==> config.mk <==
export PLATFORM = sky130hd
export DESIGN_NAME = qspi_xip_reader
export DESIGN_NICKNAME = d
export VERILOG_FILES = /design/src/rtl/qspi_xip_pkg.sv /design/src/rtl/qspi_sck_gen.sv /design/src/rtl/qspi_io_drive.sv /design/src/rtl/qspi_word_pack.sv /design/src/rtl/qspi_xip_reader.sv
export SDC_FILE = /design/constraint.sdc
export NUM_CORES = 1
export LEC_CHECK = 0
export BUFFER_PORTS_ARGS = -buffer_cell sky130_fd_sc_hd__buf_2
export CORE_MARGIN = 4
export CORE_UTILIZATION = 60
export DETAILED_ROUTE_END_ITERATION = 12
export PLACE_DENSITY = 0.83
export SLEW_MARGIN = 40
export SYNTH_ARGS = -nofsm -noshare
export SYNTH_HDL_FRONTEND = slang
export SYNTH_SLANG_ARGS = --single-unit
==> constraint.sdc <==
create_clock -name clk -period 6.68 [get_ports clk]
set_input_delay 0.334 -clock clk [delete_from_list [all_inputs] [get_ports clk]]
set_output_delay 0.334 -clock clk [all_outputs]
set_load 0.1 [all_outputs]
==> src/rtl/qspi_xip_pkg.sv <==
package qspi_xip_pkg;

   localparam logic [7:0] RD_OPCODE = 8'hEB;
   localparam logic [7:0] RD_MODE   = 8'hFF;
   localparam int         CMD_CYCLES  = 8;
   localparam int         MODE_CYCLES = 2;

   typedef enum logic [1:0] {
      ST_IDLE = 2'd0,
      ST_XFER = 2'd1,
      ST_GAP  = 2'd2
   } eng_state_t;

   function automatic int xfer_cycles(input int addr_bits, input int dummy, input int data_w);
      return CMD_CYCLES + addr_bits / 4 + MODE_CYCLES + dummy + data_w / 4;
   endfunction

endpackage

==> src/rtl/qspi_sck_gen.sv <==
module qspi_sck_gen #(
   parameter int DIV_W   = 3,
   parameter int DIV_MIN = 2,
   parameter int DIV_MAX = 7
) (
   input  logic             clk,
   input  logic             rst_n,
   input  logic             run,
   input  logic             sync,
   input  logic             load,
   input  logic [DIV_W-1:0] div_in,
   output logic             tick
);
   localparam int CNT_W = DIV_MAX + 1;

   initial begin
      if (DIV_MIN < 2)              $error("divider minimum must be at least 2");
      if (DIV_MAX >= (1 << DIV_W))  $error("divider field too narrow");
      if (DIV_MAX < DIV_MIN)        $error("divider range empty");
   end

   logic [DIV_W-1:0] div_q;
   logic [DIV_W-1:0] div_clamped;
   logic [CNT_W-1:0] cnt_q;
   logic [CNT_W-1:0] half_m1;

   always_comb begin
      if (div_in < DIV_W'(DIV_MIN))      div_clamped = DIV_W'(DIV_MIN);
      else if (div_in > DIV_W'(DIV_MAX)) div_clamped = DIV_W'(DIV_MAX);
      else                               div_clamped = div_in;
   end

   assign half_m1 = (CNT_W'(1) << div_q) - CNT_W'(1);
   assign tick    = run && !sync && (cnt_q == half_m1);

   always_ff @(posedge clk or negedge rst_n) begin
      if (!rst_n) begin
         div_q <= DIV_W'(DIV_MIN);
         cnt_q <= '0;
      end else begin
         if (load) div_q <= div_clamped;
         if (!run || sync || tick) cnt_q <= '0;
         else                      cnt_q <= cnt_q + CNT_W'(1);
      end
   end

   AST_DIV_HELD: assert property (@(posedge clk) disable iff (!rst_n)
      (run && !load) |=> $stable(div_q));

endmodule

==> src/rtl/qspi_io_drive.sv <==
module qspi_io_drive
   import qspi_xip_pkg::*;
#(
   parameter int ADDR_BITS = 24,
   parameter int DUMMY_CYC = 4,
   parameter int DATA_W    = 32,
   parameter int CYC_W     = 5
) (
   input  logic                 active,
   input  logic [CYC_W-1:0]     cyc,
   input  logic [ADDR_BITS-1:0] addr,
   output logic [3:0]           io_out,
   output logic [3:0]           io_oe,
   output logic                 data_ph,
   output logic                 last_cyc
);
   localparam int TOTAL = xfer_cycles(ADDR_BITS, DUMMY_CYC, DATA_W);
   localparam logic [CYC_W-1:0] CMD_END   = CYC_W'(CMD_CYCLES);
   localparam logic [CYC_W-1:0] ADDR_END  = CYC_W'(CMD_CYCLES + ADDR_BITS / 4);
   localparam logic [CYC_W-1:0] MODE_END  = CYC_W'(CMD_CYCLES + ADDR_BITS / 4 + MODE_CYCLES);
   localparam logic [CYC_W-1:0] DUMMY_END = CYC_W'(CMD_CYCLES + ADDR_BITS / 4 + MODE_CYCLES + DUMMY_CYC);
   localparam logic [CYC_W-1:0] LAST      = CYC_W'(TOTAL - 1);

   initial begin
      if (ADDR_BITS % 4 != 0)  $error("address width must be whole nibbles");
      if (TOTAL >= (1 << CYC_W)) $error("cycle counter too narrow");
   end

   logic [CYC_W-1:0]     idx;
   logic [ADDR_BITS-1:0] addr_sh;
   logic [7:0]           op_sh;

   assign idx     = cyc - CMD_END;
   assign addr_sh = addr << {idx, 2'b00};
   assign op_sh   = RD_OPCODE << cyc[2:0];

   always_comb begin
      io_out   = '0;
      io_oe    = '0;
      data_ph  = 1'b0;
      last_cyc = (cyc == LAST);
      if (!active) begin
         last_cyc = 1'b0;
      end else if (cyc < CMD_END) begin
         io_oe     = 4'b0001;
         io_out[0] = op_sh[7];
      end else if (cyc < ADDR_END) begin
         io_oe  = 4'b1111;
         io_out = addr_sh[ADDR_BITS-1 -: 4];
      end else if (cyc < MODE_END) begin
         io_oe  = 4'b1111;
         io_out = (cyc == ADDR_END) ? RD_MODE[7:4] : RD_MODE[3:0];
      end else if (cyc < DUMMY_END) begin
         io_oe  = 4'b0000;
      end else begin
         data_ph = 1'b1;
      end
   end

endmodule

==> src/rtl/qspi_word_pack.sv <==
module qspi_word_pack #(
   parameter int DATA_W    = 32,
   parameter bit LSB_FIRST = 1'b1
) (
   input  logic              clk,
   input  logic              rst_n,
   input  logic              clr,
   input  logic              cap,
   input  logic [3:0]        nib,
   output logic [DATA_W-1:0] word
);
   localparam int NIBS  = DATA_W / 4;
   localparam int CNT_W = $clog2(NIBS);

   initial begin
      if (DATA_W % 8 != 0 || DATA_W < 16) $error("word must be whole bytes, two or more");
   end

   logic [CNT_W-1:0] cnt_q;

   always_ff @(posedge clk or negedge rst_n) begin
      if (!rst_n)      cnt_q <= '0;
      else if (clr)    cnt_q <= '0;
      else if (cap)    cnt_q <= cnt_q + CNT_W'(1);
   end

   generate
      if (LSB_FIRST) begin : g_lsb
         logic [CNT_W-1:0] pos;
         assign pos = {cnt_q[CNT_W-1:1], ~cnt_q[0]};
         always_ff @(posedge clk or negedge rst_n) begin
            if (!rst_n)    word <= '0;
            else if (clr)  word <= '0;
            else if (cap)  word[{pos, 2'b00} +: 4] <= nib;
         end
      end else begin : g_msb
         always_ff @(posedge clk or negedge rst_n) begin
            if (!rst_n)    word <= '0;
            else if (clr)  word <= '0;
            else if (cap)  word <= {word[DATA_W-5:0], nib};
         end
      end
   endgenerate

endmodule

==> src/rtl/qspi_xip_reader.sv <==
module qspi_xip_reader
   import qspi_xip_pkg::*;
#(
   parameter int DEV_ADDR_W = 24,
   parameter int NUM_DEV    = 2,
   parameter int DATA_W     = 32,
   parameter int DIV_W      = 3,
   parameter int DIV_MIN    = 2,
   parameter int DIV_MAX    = 7,
   parameter int DUMMY_CYC  = 4,
   parameter bit LSB_FIRST  = 1'b1,
   localparam int SEL_W     = $clog2(NUM_DEV),
   localparam int ADDR_W    = DEV_ADDR_W + SEL_W
) (
   input  logic              clk,
   input  logic              rst_n,
   input  logic              cfg_enable,
   input  logic [DIV_W-1:0]  cfg_div,
   input  logic              req_valid,
   output logic              req_ready,
   input  logic [ADDR_W-1:0] req_addr,
   output logic              rsp_valid,
   output logic [DATA_W-1:0] rsp_data,
   output logic              rsp_err,
   output logic              qspi_sck,
   output logic [NUM_DEV-1:0] qspi_cs_n,
   output logic [3:0]        qspi_io_out,
   output logic [3:0]        qspi_io_oe,
   input  logic [3:0]        qspi_io_in
);
   localparam int TOTAL   = xfer_cycles(DEV_ADDR_W, DUMMY_CYC, DATA_W);
   localparam int CYC_W   = $clog2(TOTAL + 1);
   localparam int MIN_GAP = 2 << DIV_MIN;
   localparam int GAP_W   = $clog2(MIN_GAP + 1);

   initial begin
      if (NUM_DEV < 2 || (NUM_DEV & (NUM_DEV - 1)) != 0) $error("device count must be a power of two");
   end

   eng_state_t                state_q;
   logic [CYC_W-1:0]          cyc_q;
   logic                      sck_q;
   logic                      gap_q;
   logic [DEV_ADDR_W-1:0]     addr_q;
   logic [NUM_DEV-1:0]        cs_n_q;
   logic                      tick, data_ph, last_cyc;
   logic                      accept, start, abort, cap, sync;
   logic [DATA_W-1:0]         pack_word;

   assign req_ready = (state_q == ST_IDLE);
   assign accept    = req_valid && req_ready;
   assign start     = accept && cfg_enable;
   assign abort     = (state_q == ST_XFER) && !cfg_enable;
   assign sync      = abort;
   assign cap       = (state_q == ST_XFER) && cfg_enable && tick && !sck_q && data_ph;

   qspi_sck_gen #(
      .DIV_W(DIV_W), .DIV_MIN(DIV_MIN), .DIV_MAX(DIV_MAX)
   ) u_sck (
      .clk(clk), .rst_n(rst_n),
      .run(state_q != ST_IDLE), .sync(sync),
      .load(start), .div_in(cfg_div),
      .tick(tick)
   );

   qspi_io_drive #(
      .ADDR_BITS(DEV_ADDR_W), .DUMMY_CYC(DUMMY_CYC), .DATA_W(DATA_W), .CYC_W(CYC_W)
   ) u_drive (
      .active(state_q == ST_XFER), .cyc(cyc_q), .addr(addr_q),
      .io_out(qspi_io_out), .io_oe(qspi_io_oe),
      .data_ph(data_ph), .last_cyc(last_cyc)
   );

   qspi_word_pack #(
      .DATA_W(DATA_W), .LSB_FIRST(LSB_FIRST)
   ) u_pack (
      .clk(clk), .rst_n(rst_n),
      .clr(start), .cap(cap), .nib(qspi_io_in),
      .word(pack_word)
   );

   always_ff @(posedge clk or negedge rst_n) begin
      if (!rst_n) begin
         state_q   <= ST_IDLE;
         cyc_q     <= '0;
         sck_q     <= 1'b0;
         gap_q     <= 1'b0;
         addr_q    <= '0;
         cs_n_q    <= '1;
         rsp_valid <= 1'b0;
         rsp_data  <= '0;
         rsp_err   <= 1'b0;
      end else begin
         rsp_valid <= 1'b0;
         unique case (state_q)
            ST_IDLE: begin
               if (accept) begin
                  if (cfg_enable) begin
                     state_q <= ST_XFER;
                     cyc_q   <= '0;
                     sck_q   <= 1'b0;
                     addr_q  <= req_addr[DEV_ADDR_W-1:0];
                     cs_n_q  <= ~(NUM_DEV'(1) << req_addr[ADDR_W-1 -: SEL_W]);
                  end else begin
                     rsp_valid <= 1'b1;
                     rsp_err   <= 1'b1;
                     rsp_data  <= '0;
                  end
               end
            end
            ST_XFER: begin
               if (abort) begin
                  state_q   <= ST_GAP;
                  gap_q     <= 1'b0;
                  sck_q     <= 1'b0;
                  cs_n_q    <= '1;
                  rsp_valid <= 1'b1;
                  rsp_err   <= 1'b1;
                  rsp_data  <= '0;
               end else if (tick) begin
                  if (!sck_q) begin
                     sck_q <= 1'b1;
                  end else begin
                     sck_q <= 1'b0;
                     if (last_cyc) begin
                        state_q   <= ST_GAP;
                        gap_q     <= 1'b0;
                        cs_n_q    <= '1;
                        rsp_valid <= 1'b1;
                        rsp_err   <= 1'b0;
                        rsp_data  <= pack_word;
                     end else begin
                        cyc_q <= cyc_q + CYC_W'(1);
                     end
                  end
               end
            end
            ST_GAP: begin
               if (tick) begin
                  if (gap_q) state_q <= ST_IDLE;
                  gap_q <= 1'b1;
               end
            end
            default: state_q <= ST_IDLE;
         endcase
      end
   end

   assign qspi_sck  = sck_q;
   assign qspi_cs_n = cs_n_q;

   logic [GAP_W-1:0] hi_cnt_q;
   always_ff @(posedge clk or negedge rst_n) begin
      if (!rst_n)                      hi_cnt_q <= GAP_W'(MIN_GAP);
      else if (!(&qspi_cs_n))          hi_cnt_q <= '0;
      else if (hi_cnt_q != GAP_W'(MIN_GAP)) hi_cnt_q <= hi_cnt_q + GAP_W'(1);
   end

   AST_ONE_CS: assert property (@(posedge clk) disable iff (!rst_n)
      $onehot0(~qspi_cs_n));
   AST_CS_OFF_DISABLED: assert property (@(posedge clk) disable iff (!rst_n)
      !cfg_enable |=> (&qspi_cs_n));
   AST_SCK_LOW_DESELECTED: assert property (@(posedge clk) disable iff (!rst_n)
      (&qspi_cs_n) |-> !qspi_sck);
   AST_ERR_ZERO_DATA: assert property (@(posedge clk) disable iff (!rst_n)
      (rsp_valid && rsp_err) |-> (rsp_data == '0));
   AST_CS_GAP: assert property (@(posedge clk) disable iff (!rst_n)
      ((&qspi_cs_n) && !(&cs_n_next_w())) |-> (hi_cnt_q == GAP_W'(MIN_GAP)));
   AST_BUSY_NOT_READY: assert property (@(posedge clk) disable iff (!rst_n)
      start |=> !req_ready);

   function automatic logic [NUM_DEV-1:0] cs_n_next_w();
      return (state_q == ST_IDLE && start) ? ~(NUM_DEV'(1) << req_addr[ADDR_W-1 -: SEL_W]) : cs_n_q;
   endfunction

endmodule

Yosys cells after proc, flatten, opt, wreduce, memory -nomap -nowiden
Index checks and enable logic that the tools add are counted.

Input port bits: 36. Output and inout port bits: 46. Bits in registers: 115.

Equal/unequal tests: 16. Muxes and demuxes: 75. Add/subtract/negate cells: 6. Reductions and logical operators: 27. Order comparisons: 6. Bitwise operators: 2. Shifts and indexed selects: 6.

Operators with widths (number): 32-bit 2-to-1 mux (8); 32-bit case mux with 2 select lines (1); 32-bit bitwise mux (1); 4-bit by 7-bit variable shift with 32-bit output, first input constant (1); 4-bit by 7-bit indexed part select with 32-bit output (1); 5-bit 2-to-1 mux (6); 2-bit 2-to-1 mux (14); 1-bit 2-to-1 mux (26); 4-bit 2-to-1 mux (6); 24-bit by 7-bit left shift with 24-bit output (1); 2-bit inequality test, second input constant (8); 3-bit 2-to-1 mux (5); 7-bit AND reduction (2); 6-bit AND reduction (2); 5-bit by 4-bit less-than comparator with 1-bit output, second input constant (2); 5-bit less-than comparator, second input constant (2); 5-bit case mux with 2 select lines (1); 1-bit logical AND (9); 3-bit inequality test, second input constant (3); 8-bit by 1-bit adder with 8-bit output, second input constant (1); 8-bit equality test (1); 8-bit 2-to-1 mux (1); 1-bit case mux with 2 select lines (4); 2-bit nonzero test (4); 24 further kinds (28).

Longest topological paths before layout
Gate-level depths: netlist (run 1).

Depth after elaboration: 10. Mapped depth: 11. Gate-level depth less buffers: 9.

Hierarchy
A second synthesis (run 1) with hierarchy kept.

Cells, all modules: 537. Area total of the unflattened synthesis: 5878.1 um^2.

Modules (own cells, without submodules): qspi_xip_reader (cells each 262, sequential area each 1729.2 um^2, area an instance 3095.5 um^2, times used 1); qspi_word_pack (cells each 143, sequential area each 875.8 um^2, area an instance 1655.3 um^2, times used 1); qspi_sck_gen (cells each 75, sequential area each 276.5 um^2, area an instance 709.4 um^2, times used 1); qspi_io_drive (cells each 57, sequential area each 0.0 um^2, area an instance 417.9 um^2, times used 1).

Worst setup path before layout (run 1)
No wires, ideal clock.

Path kind: register to output. Start point: reg cyc_q[0]. End point: out qspi_io_out[1]. Arrival: 2794 ps. Slack: 3552 ps. Cell stages (with the launch flop): 7. Cells stage by stage: dfrtp_1 -> clkbuf_1 -> mux4_2 -> nand2_1 -> o21ai_0 -> nand2_1 -> a21oi_1.

Word-level cells in the longest chain between the ends: 5.

Ends and longest elaborated chain: start: declaration (RTL line qspi_xip_reader.sv:41) `logic [CYC_W-1:0] cyc_q;`; start signal: assignment (RTL line qspi_xip_reader.sv:133) `cyc_q <= cyc_q + CYC_W'(1);`; 5-bit by 4-bit subtractor with 5-bit output / 5-bit less-than comparator (equally long branches) (RTL line qspi_io_drive.sv:33, qspi_io_drive.sv:50); 24-bit by 7-bit left shift with 24-bit output / 4-bit 2-to-1 mux (equally long branches) (RTL line qspi_io_drive.sv:34, qspi_io_drive.sv:50); 4-bit 2-to-1 mux (RTL line qspi_io_drive.sv:47) `end else if (cyc < ADDR_END) begin`; 3-bit 2-to-1 mux * (RTL line qspi_io_drive.sv:44) `end else if (cyc < CMD_END) begin`; 4-bit 2-to-1 mux * (RTL line qspi_io_drive.sv:42) `if (!active) begin`; end: declaration (RTL line qspi_xip_reader.sv:27) `output logic [3:0] qspi_io_out,`.

Every way passes the cells marked *; elsewhere a longest branch is shown, timed or not.

Worst setup path in the final report (run 1)
Start point: reg u_sck.div_q[0]. End point: reg cs_n_q[1] (netlist: qspi_cs_n[1]).

Word-level cells in the longest chain between the ends: 6.

Ends and longest elaborated chain: start: declaration (RTL line qspi_sck_gen.sv:22) `logic [DIV_W-1:0] div_q;`; start signal: assignment (RTL line qspi_sck_gen.sv:38) `div_q <= DIV_W'(DIV_MIN);`; start signal: assignment (RTL line qspi_sck_gen.sv:41) `if (load) div_q <= div_clamped;`; 1-bit by 3-bit left shift with 8-bit output (RTL line qspi_sck_gen.sv:33) `assign half_m1 = (CNT_W'(1) << div_q) - CNT_W'(1);`; 8-bit by 2-bit subtractor with 8-bit output (RTL line qspi_sck_gen.sv:33); 8-bit equality test (RTL line qspi_sck_gen.sv:34) `assign tick = run && !sync && (cnt_q == half_m1);`; 1-bit logical AND (RTL line qspi_sck_gen.sv:34); 3-bit inequality test (no source line); 6-bit AND reduction (no source line); end signal: assignment (RTL line qspi_xip_reader.sv:103) `cs_n_q <= ~(NUM_DEV'(1) << req_addr[ADDR_W-1 -: SEL_W]);`; end: declaration (RTL line qspi_xip_reader.sv:45) `logic [NUM_DEV-1:0] cs_n_q;`.

Every way passes these cells. A chain may end at the register's enable or synchronous reset.

==> results.md, run 1 <==
* Share of layout cells above drive strength 1 at 0.197
* Vias at 4730
* Crit-path max FO at 53
* Post-synth cell types at 50
* Clock Skew at 0.00780 ns
* Die span in x at 105 um
* DRC viols at 0
* Core Box Area at 8890 um2
* Register area share after synthesis at 0.515
* FF-to-FF Start: u_sck.div_q[0]$_DFFE_PN0P_
* Synth top cells by count: nand2_1, dfrtp_1, nor2_1
* Drt via density at 5.97
* CP endpoint kind: register
* Routed Antenna Nets at 0
* Sw frac at 0.323
* Synthesis Warnings at 0
* DRT Pass-1 Iters at 8
* I/O Buffers at 81
* Post-synth EDFFs at 0
* Final Hold Viols at 0
* Hold Path Class: input port to register
* Pint at 1.65 mW
* Worst hold slack at 0.00582 ns
* Crit path required time at 7.11 ns
* CTS-repair resized insts at 0
* Ant diodes at 0
* Gpl congestion at 0.832
* Area share of the leading cell type in the synthesized netlist at 0.501
* Nets at 719
* Fin cells at 792
* Slack of the critical path at 3.39 ns
* GRT Residual Overflow at 0
* Initial Utilization at 0.630
* Type of origin of the critical path: register
* Critical-path top delay cell: dfrtp_1
* Later-pin clock latency in the skew report at 0.52 ns
* Max VDD drop at 251 uV
* Clk sink count at 115
* Rel. slew slack at 0.489
* Period utilisation layout at 0.493
* Layout area overhead at 21.8%
* Syn Area/Cell at 9.39 um2
* First-pass GRT wire length at 23500 um
* Dpl cells at 748
* Max-Cap Viols at 0
* CP Launch Point: u_sck.div_q[0]$_DFFE_PN0P_
* 1st-iter DRT viols at 235
* Cell area power density at 357 nW/um2
* CTS Buf Count at 17
* Cell taking the most area after synthesis: dfrtp_1
* Worst slew pin tran at 0.755 ns
* HPWL Detailed at 8430 um
* Clock Power Share at 0.421
* Share of total power in combinational logic at 0.215
* Predominant post-synthesis flop cell: dfrtp_1
* CP max stage delay at 0.42 ns
* Die ar. at 10900 um2
* H-tree depth at 4
* #FFs+latches synth at 115
* Number of global-route vias before repair at 4874
* Seq pwr share at 0.364
* Critical path type: register to register
* Placement Setup Slack at 3.28 ns
* Highest clock rate at 0.304 GHz
* CP top delay family: compound AO/OA/AOI/OAI gates
* Leakage power at 3.45 nW
* Async set or reset register ratio after synthesis at 1.00
* # IOs at 82
* Synthesized Nets at 644
* CTS root buffer: clkbuf_8
* RSZ-0062 raised after global routing: no
* Drt wl/cell at 17.0 um
* GRT Total Usage at 0.262
* Initial antenna violation count at 0
* Clk buf depth at 2
* Most common cell in the netlist: nand2_1
* Sum of negative setup slack at 0 ns
* Status: finished, final reports clean
* Leading post-synthesis cells by cell area: dfrtp_1, nand2_1, mux2i_1, o21ai_0, nor2_1
* CP Buf/Inv Count at 2
* Die height at 105 um
* Largest net degree at the start of global routing at 64
* Post-CTS setup buffer count at 0
* Clock transition at path regs at 0.06 ns
* Tmin final at 3.29 ns
* Cells along the critical path: or3_1 -> ha_1 -> xnor2_1 -> a31oi_1 -> a2111oi_4 -> clkbuf_4 -> o211ai_1 -> buf_4 -> a21oi_1 -> a2bb2oi_1
* Final Slew Violations at 0
* Sw Pwr at 0.787 mW
* Cell Area, Synth at 5600 um2
* Fin util at 0.767
* Row count at 34
* Critical Path AT at 3.73 ns
* CTS tree: built
* Detailed Route WL at 13400 um
* Final Setup Violations at 0
* Cells after Synth at 596
* Worst hold start: req_addr[11]
==> tightest hold or removal path, cell delays in order <==
cell     delay, ns
buf_2         0.08
nand2_1       0.04
nand2_1       0.04
==> layout by cell type, fill, tap and decap left out, drive strengths merged, types with 5 or more instances in the layout <==
master and count:
xor2 7, o21ai 45, dlygate4sd3 11, inv 15, nand3 38, ha 12, dfrtp 112, xnor2 7
and3 5, a21oi 16, clkbuf 19, o2111ai 8, buf 87, nand2 130, mux2i 35, nand4 7
bufinv 6, nor2 53
==> cells by family after synthesis <==
kind of cell	count (synthesis)	synth area share
AO/OA/AOI/OAI	91	0.101
buffers and inverters	55	0.0387
flip-flops	115	0.515
XOR/XNOR	14	0.0219
multiplexers	41	0.0827
adder cells (fa/ha/maj)	12	0.0268
AND/OR/NAND/NOR	268	0.214
==> stage by stage <==
step           area [um2]  total power, mW
2_1_floorplan        5600             1.27
3_3_place_gp         6020             1.38
3_5_place_dp         6030             1.40
4_1_cts              6810             2.43
5_1_grt              6820             2.54
6_report             6820             2.43
==> final cells by class <==
| cell class | instances | area (um2) |
|---|---|---|
| tap | 108 | 135 |
| clock inverter | 14 | 249 |
| clock buffer | 18 | 418 |
| inverter | 12 | 45.0 |
| sequential | 115 | 2880 |
| multi-input combinational | 426 | 2510 |
| fill | 570 | 2070 |
| timing repair buffer | 99 | 574 |
==> power groups by stage <==
stage	Clock, mW	Sequential, mW	Combinational [mW]
2_1_floorplan	0	0.912	0.358
3_3_place_gp	0	0.885	0.491
3_5_place_dp	0	0.894	0.508
4_1_cts	1.03	0.885	0.520
5_1_grt	1.07	0.899	0.574
6_report	1.02	0.885	0.524
==> layer usage <==
metal,share of wire,GRT usage
met2,0.52,0.456
met3,0.056,0.0610
met4,0.027,0.102
met5,0,0
met1,0.40,0.318
==> repair_timing <==
action / 4_1_cts / 5_1_grt
setup endpoints to repair: 0 / 0
endpoints found under the hold margin: 62 / 0
hold buffers: 11 / 0
==> registers in the layout, indices dropped and copies added, names as in the netlist, 2 cells and up <==
register and flops:
u_sck.cnt_q 8, rsp_data 32, u_pack.word 32, u_pack.cnt_q 3, cyc_q 5, qspi_cs_n 2
state_q 2, u_sck.div_q 3, addr_q 24
==> final timing paths <==
| kind | end | slack, ns | cells after the start |
|---|---|---|---|
| hold / removal | addr_q[11]$_DFFE_PN0P_ | 0.006 | 3 |
| max in group asynchronous | u_pack.cnt_q[1]$_DFFE_PN0P_ | 5.31 | 3 |
| hold reg to reg | addr_q[19]$_DFFE_PN0P_ | 0.47 | 2 |
| setup reg to reg | qspi_cs_n[1]$_DFFE_PN1P_ | 3.39 | 10 |
| setup / recovery | qspi_cs_n[1]$_DFFE_PN1P_ | 3.39 | 10 |
| min in group asynchronous | u_sck.cnt_q[5]$_DFF_PN0_ | 0.39 | 2 |
Power figures use the tool's default switching activity.
==> run 2: changes to the inputs <==
--- a/config.mk
+++ b/config.mk
@@ -7,9 +7,9 @@
 export LEC_CHECK = 0
 export BUFFER_PORTS_ARGS = -buffer_cell sky130_fd_sc_hd__buf_2
 export CORE_MARGIN = 4
-export CORE_UTILIZATION = 60
+export CORE_UTILIZATION = 52
 export DETAILED_ROUTE_END_ITERATION = 12
-export PLACE_DENSITY = 0.83
+export PLACE_DENSITY = 0.77
 export SLEW_MARGIN = 40
 export SYNTH_ARGS = -nofsm -noshare
 export SYNTH_HDL_FRONTEND = slang
==> constraint.sdc (replaced) <==
create_clock -name clk -period 2.8 [get_ports clk]
set_input_delay 0.14 -clock clk [delete_from_list [all_inputs] [get_ports clk]]
set_output_delay 0.14 -clock clk [all_outputs]
set_load 0.1 [all_outputs]
==> run 2 against run 1 <==
Global-route usage shrank 2.7 points. Clock power is 110% higher. Cell count rose by 8.2%. Clock skew down 0.0027 ns. Clock-buffer cell count rose by 1. Total power up 140%. First-iteration DRC count up 63%. Critical path depth grew 1. Register-to-register slack got worse by 3.3 ns. Cell area up 7.8%.
==> results.md, run 2 (synthesis results as in run 1) <==
* Max VDD drop at 543 uV
* Pint at 3.82 mW
* DRT Pass-1 Iters at 5
* Core Box Area at 10400 um2
* H-tree depth at 4
* Initial antenna violation count at 0
* HPWL Detailed at 8910 um
* Worst hold slack at 0.0472 ns
* Dpl cells at 786
* Routed wl met2 at 7120 um
* CP endpoint kind: register
* Final Hold Viols at 0
* Worst slew pin tran at 0.669 ns
* Drt via density at 5.59
* Gpl congestion at 0.797
* Reg2reg path depth at 11
* Fill count at 768
* Crit path required time at 3.25 ns
* Die height at 112 um
* Later-pin clock latency in the skew report at 0.53 ns
* Share of layout cells above drive strength 1 at 0.240
* Largest regs: rsp_data: 32 flops, u_pack.word: 32 flops, addr_q: 24 flops
* Sw frac at 0.340
* Period utilisation layout at 0.961
* Leakage power at 3.61 nW
* Clk buf depth at 2
* DRC viols at 0
* Die span in x at 112 um
* Type of origin of the critical path: register
* Highest routed layer: met4
* Ant diodes at 0
* FF+latch area at 2890 um2
* CP max stage delay at 0.55 ns
* CTS tree: built
* Max-Cap Viols at 0
* Initial Utilization at 0.537
* Critical Path AT at 3.14 ns
* Cells along the critical path: buf_6 -> nor2_1 -> nand2_1 -> ha_4 -> xnor2_4 -> a31oi_2 -> a2111oi_4 -> buf_4 -> o21ai_2 -> or4_1 -> a21oi_1
* Layout area overhead at 31.3%
* Drt wl/cell at 16.5 um
* Cell area power density at 786 nW/um2
* First-pass GRT wire length at 23700 um
* GRT Total Usage at 0.236
* Detailed Route WL at 14200 um
* Post-Route M1 WL at 6020 um
* Seq pwr share at 0.362
* CTS root buffer: clkbuf_8
* Rel. slew slack at 0.550
* Most common cell after layout, fill and taps aside: nand2_1
* Critical path type: register to register
* Status: finished, final reports clean
* Highest clock rate at 0.372 GHz
* Reg-to-reg setup timing slack at 0.11 ns
* Final Slew Violations at 0
* 1st-iter DRT viols at 382
* I/O Buffers at 81
* Clock transition at path regs at 0.06 ns
* Metal3 WL at 616 um
* RSZ-0062 raised after global routing: yes
* Fin cells at 857
* # IOs at 82
* Crit-path max FO at 9
* Sw Pwr at 1.96 mW
* Number of global-route vias before repair at 4926
* Clock Power Share at 0.369
* Row count at 37
* Clock Skew at 0.00506 ns
* Die ar. at 12500 um2
* Routed Antenna Nets at 0
* CTS Buf Count at 17
* Vias at 4790
* Commonest cells after routing, fill and taps aside: nand2_1, dfrtp_1, buf_2
* Tmin final at 2.69 ns
* FF-to-FF Start: u_sck.div_q[1]$_DFFE_PN1P_
* GRT Residual Overflow at 0
* Clk sink count at 115
* Critical-path top delay cell: dfstp_2
* Area of the multi-input gates at 2680 um2
* Reg-to-Reg End: cyc_q[3]$_DFFE_PN0P_
* Nets at 756
* Largest net degree at the start of global routing at 49
* Share of total power in combinational logic at 0.269
* Hold Path Class: input port to asynchronous set/reset pin
* Final Setup Violations at 0
-- run 2: changes by cell type in the layout (fill, tap and decap cells not counted), moves of 5 or more --
cell / previous run / this run
o2111ai_1: 8 / 1
buf_4: 6 / 14
dlygate4sd3_1: 11 / 34
o2111ai_2: 0 / 6
buf_12: 0 / 5
-- run 2: metrics by stage --
| stage | util | instance area [um2] | TNS (ns) | total power [mW] | setup slack [ns] |
|---|---|---|---|---|---|
| floorplan | - | 5620 | 0 | 3.03 | 0.0133 |
| global placement | 0.593 | 6180 | 0 | 3.37 | 0.0320 |
| detailed placement | 0.595 | 6200 | -1.75 | 3.43 | -0.130 |
| CTS | 0.690 | 7190 | 0 | 5.68 | 0.0220 |
| global route | 0.705 | 7350 | -0.0575 | 6.05 | -0.0210 |
| finish | 0.705 | 7350 | 0 | 5.78 | 0.109 |
-- run 2: power by group through the flow --
stage / Clock [mW] / Sequential (mW) / Combinational (mW)
floorplan: 0 / 2.18 / 0.858
global placement: 0 / 2.08 / 1.29
detailed placement: 0 / 2.10 / 1.33
CTS: 2.16 / 2.08 / 1.43
global route: 2.25 / 2.12 / 1.68
finish: 2.13 / 2.09 / 1.55
-- run 2: final cells by class --
class | instances | area share
flip-flops and latches | 115 | 0.393
multi-input cells | 426 | 0.365
repair buffers | 136 | 0.134
clock buffers | 19 | 0.0574
well taps | 136 | 0.0232
clock inverters | 13 | 0.0220
inverters | 12 | 0.00613
-- run 2: timing repair --
action,in CTS,in global routing
cloned,0,0
setup buffers,1,4
hold buffers,34,0
pin swaps,2,5
hold endpoints to repair,159,0
gates resized for setup,12,22
setup endpoints to repair,57,72
-- run 2: worst max path at each step --
stage               slack [ns]  depth (start not counted)                        from                     endpoint
finish                    0.11                         11  u_sck.div_q[1]$_DFFE_PN1P_         cyc_q[3]$_DFFE_PN0P_
floorplan                 0.01                         10  u_sck.div_q[1]$_DFFE_PN1P_  u_pack.word[22]$_DFFE_PN0P_
detailed placement       -0.13                          9  u_sck.div_q[0]$_DFFE_PN0P_  u_pack.word[20]$_DFFE_PN0P_
global placement          0.03                          9  u_sck.div_q[0]$_DFFE_PN0P_   u_pack.word[2]$_DFFE_PN0P_
global route             -0.02                          9        cyc_q[4]$_DFFE_PN0P_               qspi_io_out[0]
CTS                       0.02                          9  u_sck.div_q[0]$_DFFE_PN0P_     qspi_cs_n[1]$_DFFE_PN1P_
-- run 2: per-layer routing --
metal  vias up  GRT usage
met3        42     0.0587
met1      2352      0.289
li1       2265          -
met5         -          0
met4         0      0.105
met2       131      0.394
-- run 2: worst max-delay path: cells and delay by family, from the launching register on --
family	cells	cell delay (ns)
flops	1	0.55
fa+ha+maj	1	0.24
compound gates	4	0.61
xor+xnor	1	0.16
simple gates	3	0.70
buf+inv	2	0.34
==> run 3: changes to the inputs <==
--- a/config.mk
+++ b/config.mk
@@ -7,10 +7,10 @@
 export LEC_CHECK = 0
 export BUFFER_PORTS_ARGS = -buffer_cell sky130_fd_sc_hd__buf_2
 export CORE_MARGIN = 4
-export CORE_UTILIZATION = 52
+export CORE_UTILIZATION = 60
 export DETAILED_ROUTE_END_ITERATION = 12
-export PLACE_DENSITY = 0.77
-export SLEW_MARGIN = 40
+export PLACE_DENSITY = 0.83
+export SLEW_MARGIN = 20
 export SYNTH_ARGS = -nofsm -noshare
 export SYNTH_HDL_FRONTEND = slang
 export SYNTH_SLANG_ARGS = --single-unit
==> constraint.sdc (replaced) <==
create_clock -name clk -period 3.1 [get_ports clk]
set_input_delay 0.155 -clock clk [delete_from_list [all_inputs] [get_ports clk]]
set_output_delay 0.155 -clock clk [all_outputs]
set_load 0.1 [all_outputs]
==> run 3 against run 2 <==
Combinational power fell by 20%. Critical path depth decreased by 1. Clock power is 13% lower. Hold slack better by 0.019 ns. Sequential share of layout area increased by 1.5 points. Setup slack improved by 0.062 ns. Non-clock buffer count shrank 4. Sequential power down 9%. Clock skew grew 0.0027 ns. Global-route usage rose by 3.7 points. Register-to-register slack better by 0.06 ns. Routed wire length is 0.38% lower. Critical path type unchanged. Largest power group is now sequential cells. Highest routed layer unchanged.
==> results.md, run 3 (synthesis results as in run 1) <==
* Drt via density at 5.99
* DRT Pass-1 Iters at 5
* Max VDD drop at 634 uV
* Final Setup Violations at 0
* Die span in x at 105 um
* Clk sink count at 115
* Row count at 34
* First-pass GRT wire length at 24300 um
* GRT Total Usage at 0.272
* Fin area at 7070 um2
* Dpl cells at 754
* Clock transition at path regs at 0.06 ns
* Cell area power density at 707 nW/um2
* Worst hold start: req_valid
* Initial Utilization at 0.630
* Placed Instance Area at 6100 um2
* Highest clock rate at 0.341 GHz
* GRT Residual Overflow at 0
* I/O Buffers at 81
* Drt wl/cell at 17.1 um
* Tmin final at 2.93 ns
* Initial antenna violation count at 0
* Later-pin clock latency in the skew report at 0.52 ns
* Area of the multi-input gates at 2530 um2
* Crit path required time at 3.54 ns
* Worst slew pin tran at 0.850 ns
* DRC viols at 0
* Largest regs: rsp_data: 32 flops, u_pack.word: 32 flops, addr_q: 24 flops
* Status: finished, final reports clean
* Max-Cap Viols at 0
* Crit-path max FO at 7
* CTS root buffer: clkbuf_8
* Gpl congestion at 0.851
* Number of global-route vias before repair at 4967
* Largest net degree at the start of global routing at 66
* Ant diodes at 0
* Die height at 105 um
* Leakage power at 3.55 nW
* Final Hold Viols at 0
* Hold Path Class: input port to register
* Clock Skew at 0.00772 ns
* Die ar. at 10900 um2
* Final Slew Violations at 0
* Reg2reg path depth at 10
* RSZ-0062 raised after global routing: no
* Type of origin of the critical path: register
* Hold path cells at 3
* Layout area overhead at 26.3%
* 1st-iter DRT viols at 344
* Period utilisation layout at 0.945
* FF+latch area at 2880 um2
* Fill count at 533
* CP endpoint kind: register
* HPWL Detailed at 8410 um
* Rel. slew slack at 0.433
* H-tree depth at 4
* Critical path type: register to register
* FF-to-FF Start: u_sck.div_q[0]$_DFFE_PN0P_
* Commonest cells after routing, fill and taps aside: nand2_1, dfrtp_1, buf_2
* Clk buf depth at 2
* # IOs at 82
* Share of layout cells above drive strength 1 at 0.206
* CTS Buf Count at 17
* Vias at 4940
* CP Launch Point: u_sck.div_q[0]$_DFFE_PN0P_
* CTS tree: built
* Total Power at 4.99 mW
* Fin cells at 825
* Critical Path AT at 3.37 ns
* Detailed Route WL at 14100 um
* Routed Antenna Nets at 0
* Most common cell after layout, fill and taps aside: nand2_1
* Core Box Area at 8890 um2
* Nets at 752
==> run 3: changes by cell type in the layout (fill, tap and decap cells not counted), moves of 2 or more <==
cell / previous run / this run
a21oi_1: 13 / 16
a21oi_2: 3 / 0
buf_12: 5 / 3
buf_6: 4 / 0
clkinv_4: 3 / 0
dfrtp_1: 109 / 112
dfrtp_2: 3 / 0
ha_4: 2 / 0
inv_6: 0 / 2
nor2_1: 51 / 53
nor2_2: 2 / 0
nor4b_1: 2 / 4
o2111ai_1: 1 / 6
o2111ai_2: 6 / 2
==> run 3: where the power goes <==
part / internal [mW] / switching [mW] / total [mW]
combinational: 0.417 / 0.821 / 1.24
sequential: 1.73 / 0.177 / 1.90
clock: 1.14 / 0.713 / 1.85
total: 3.28 / 1.71 / 4.99
==> run 3: final timing paths <==
check | endpoint | slack (ns)
min in group asynchronous | u_sck.cnt_q[2]$_DFF_PN0_ | 0.27
min | qspi_cs_n[0]$_DFFE_PN1P_ | 0.07
max reg2reg | qspi_cs_n[1]$_DFFE_PN1P_ | 0.17
min reg2reg | addr_q[7]$_DFFE_PN0P_ | 0.48
max in group asynchronous | u_pack.word[9]$_DFFE_PN0P_ | 2.10
max | qspi_cs_n[1]$_DFFE_PN1P_ | 0.17
==> run 3: metal layers <==
layer | routed length, um | GRT usage | up-vias | part of all wire
met4 | 264 | 0.0984 | 0 | 0.019
met2 | 7190 | 0.451 | 208 | 0.51
met5 | 0 | 0 | - | 0
met1 | 5790 | 0.350 | 2435 | 0.41
met3 | 882 | 0.0691 | 35 | 0.062
li1 | - | - | 2262 | -
==> run 3: final cells by class <==
type / instances / area share
Sequential cell: 115 / 0.408
Multi-Input combinational cell: 426 / 0.358
Tap cell: 108 / 0.0191
Inverter: 12 / 0.00637
Clock inverter: 13 / 0.0191
Clock buffer: 19 / 0.0597
Timing Repair Buffer: 132 / 0.130
==> run 3: repair_timing <==
item                                   in CTS  in global routing
endpoints found under the hold margin      95                  0
pin swaps                                   1                  3
setup endpoints to repair                  18                 38
buffers inserted                            2                  3
hold buffers                               34                  0
resized for setup                           0                  6
==> run 3: per-stage QoR <==
| step | hold WS [ns] | setup TNS (ns) | util | worst slack [ns] |
|---|---|---|---|---|
| after floorplan | -0.141 | 0 | - | 0.151 |
| after CTS | 0.0234 | 0 | 0.789 | 0.0474 |
| after global routing | 0.0707 | 0 | 0.795 | 0.0212 |
| after global placement | 0.292 | 0 | 0.686 | 0.128 |
| final | 0.0661 | 0 | 0.795 | 0.170 |
| after detailed placement | 0.301 | -0.0133 | 0.686 | -0.0133 |
==> run 3: worst max-delay path: stages, from the launching register on <==
cell and delay, ns:
dfrtp_1 0.43, or3_1 0.44, ha_2 0.27, nor4b_1 0.32, a211oi_1 0.10, o22ai_1 0.24
buf_4 0.19, o211ai_1 0.19, buf_4 0.23, a21oi_1 0.23, a2bb2oi_1 0.21
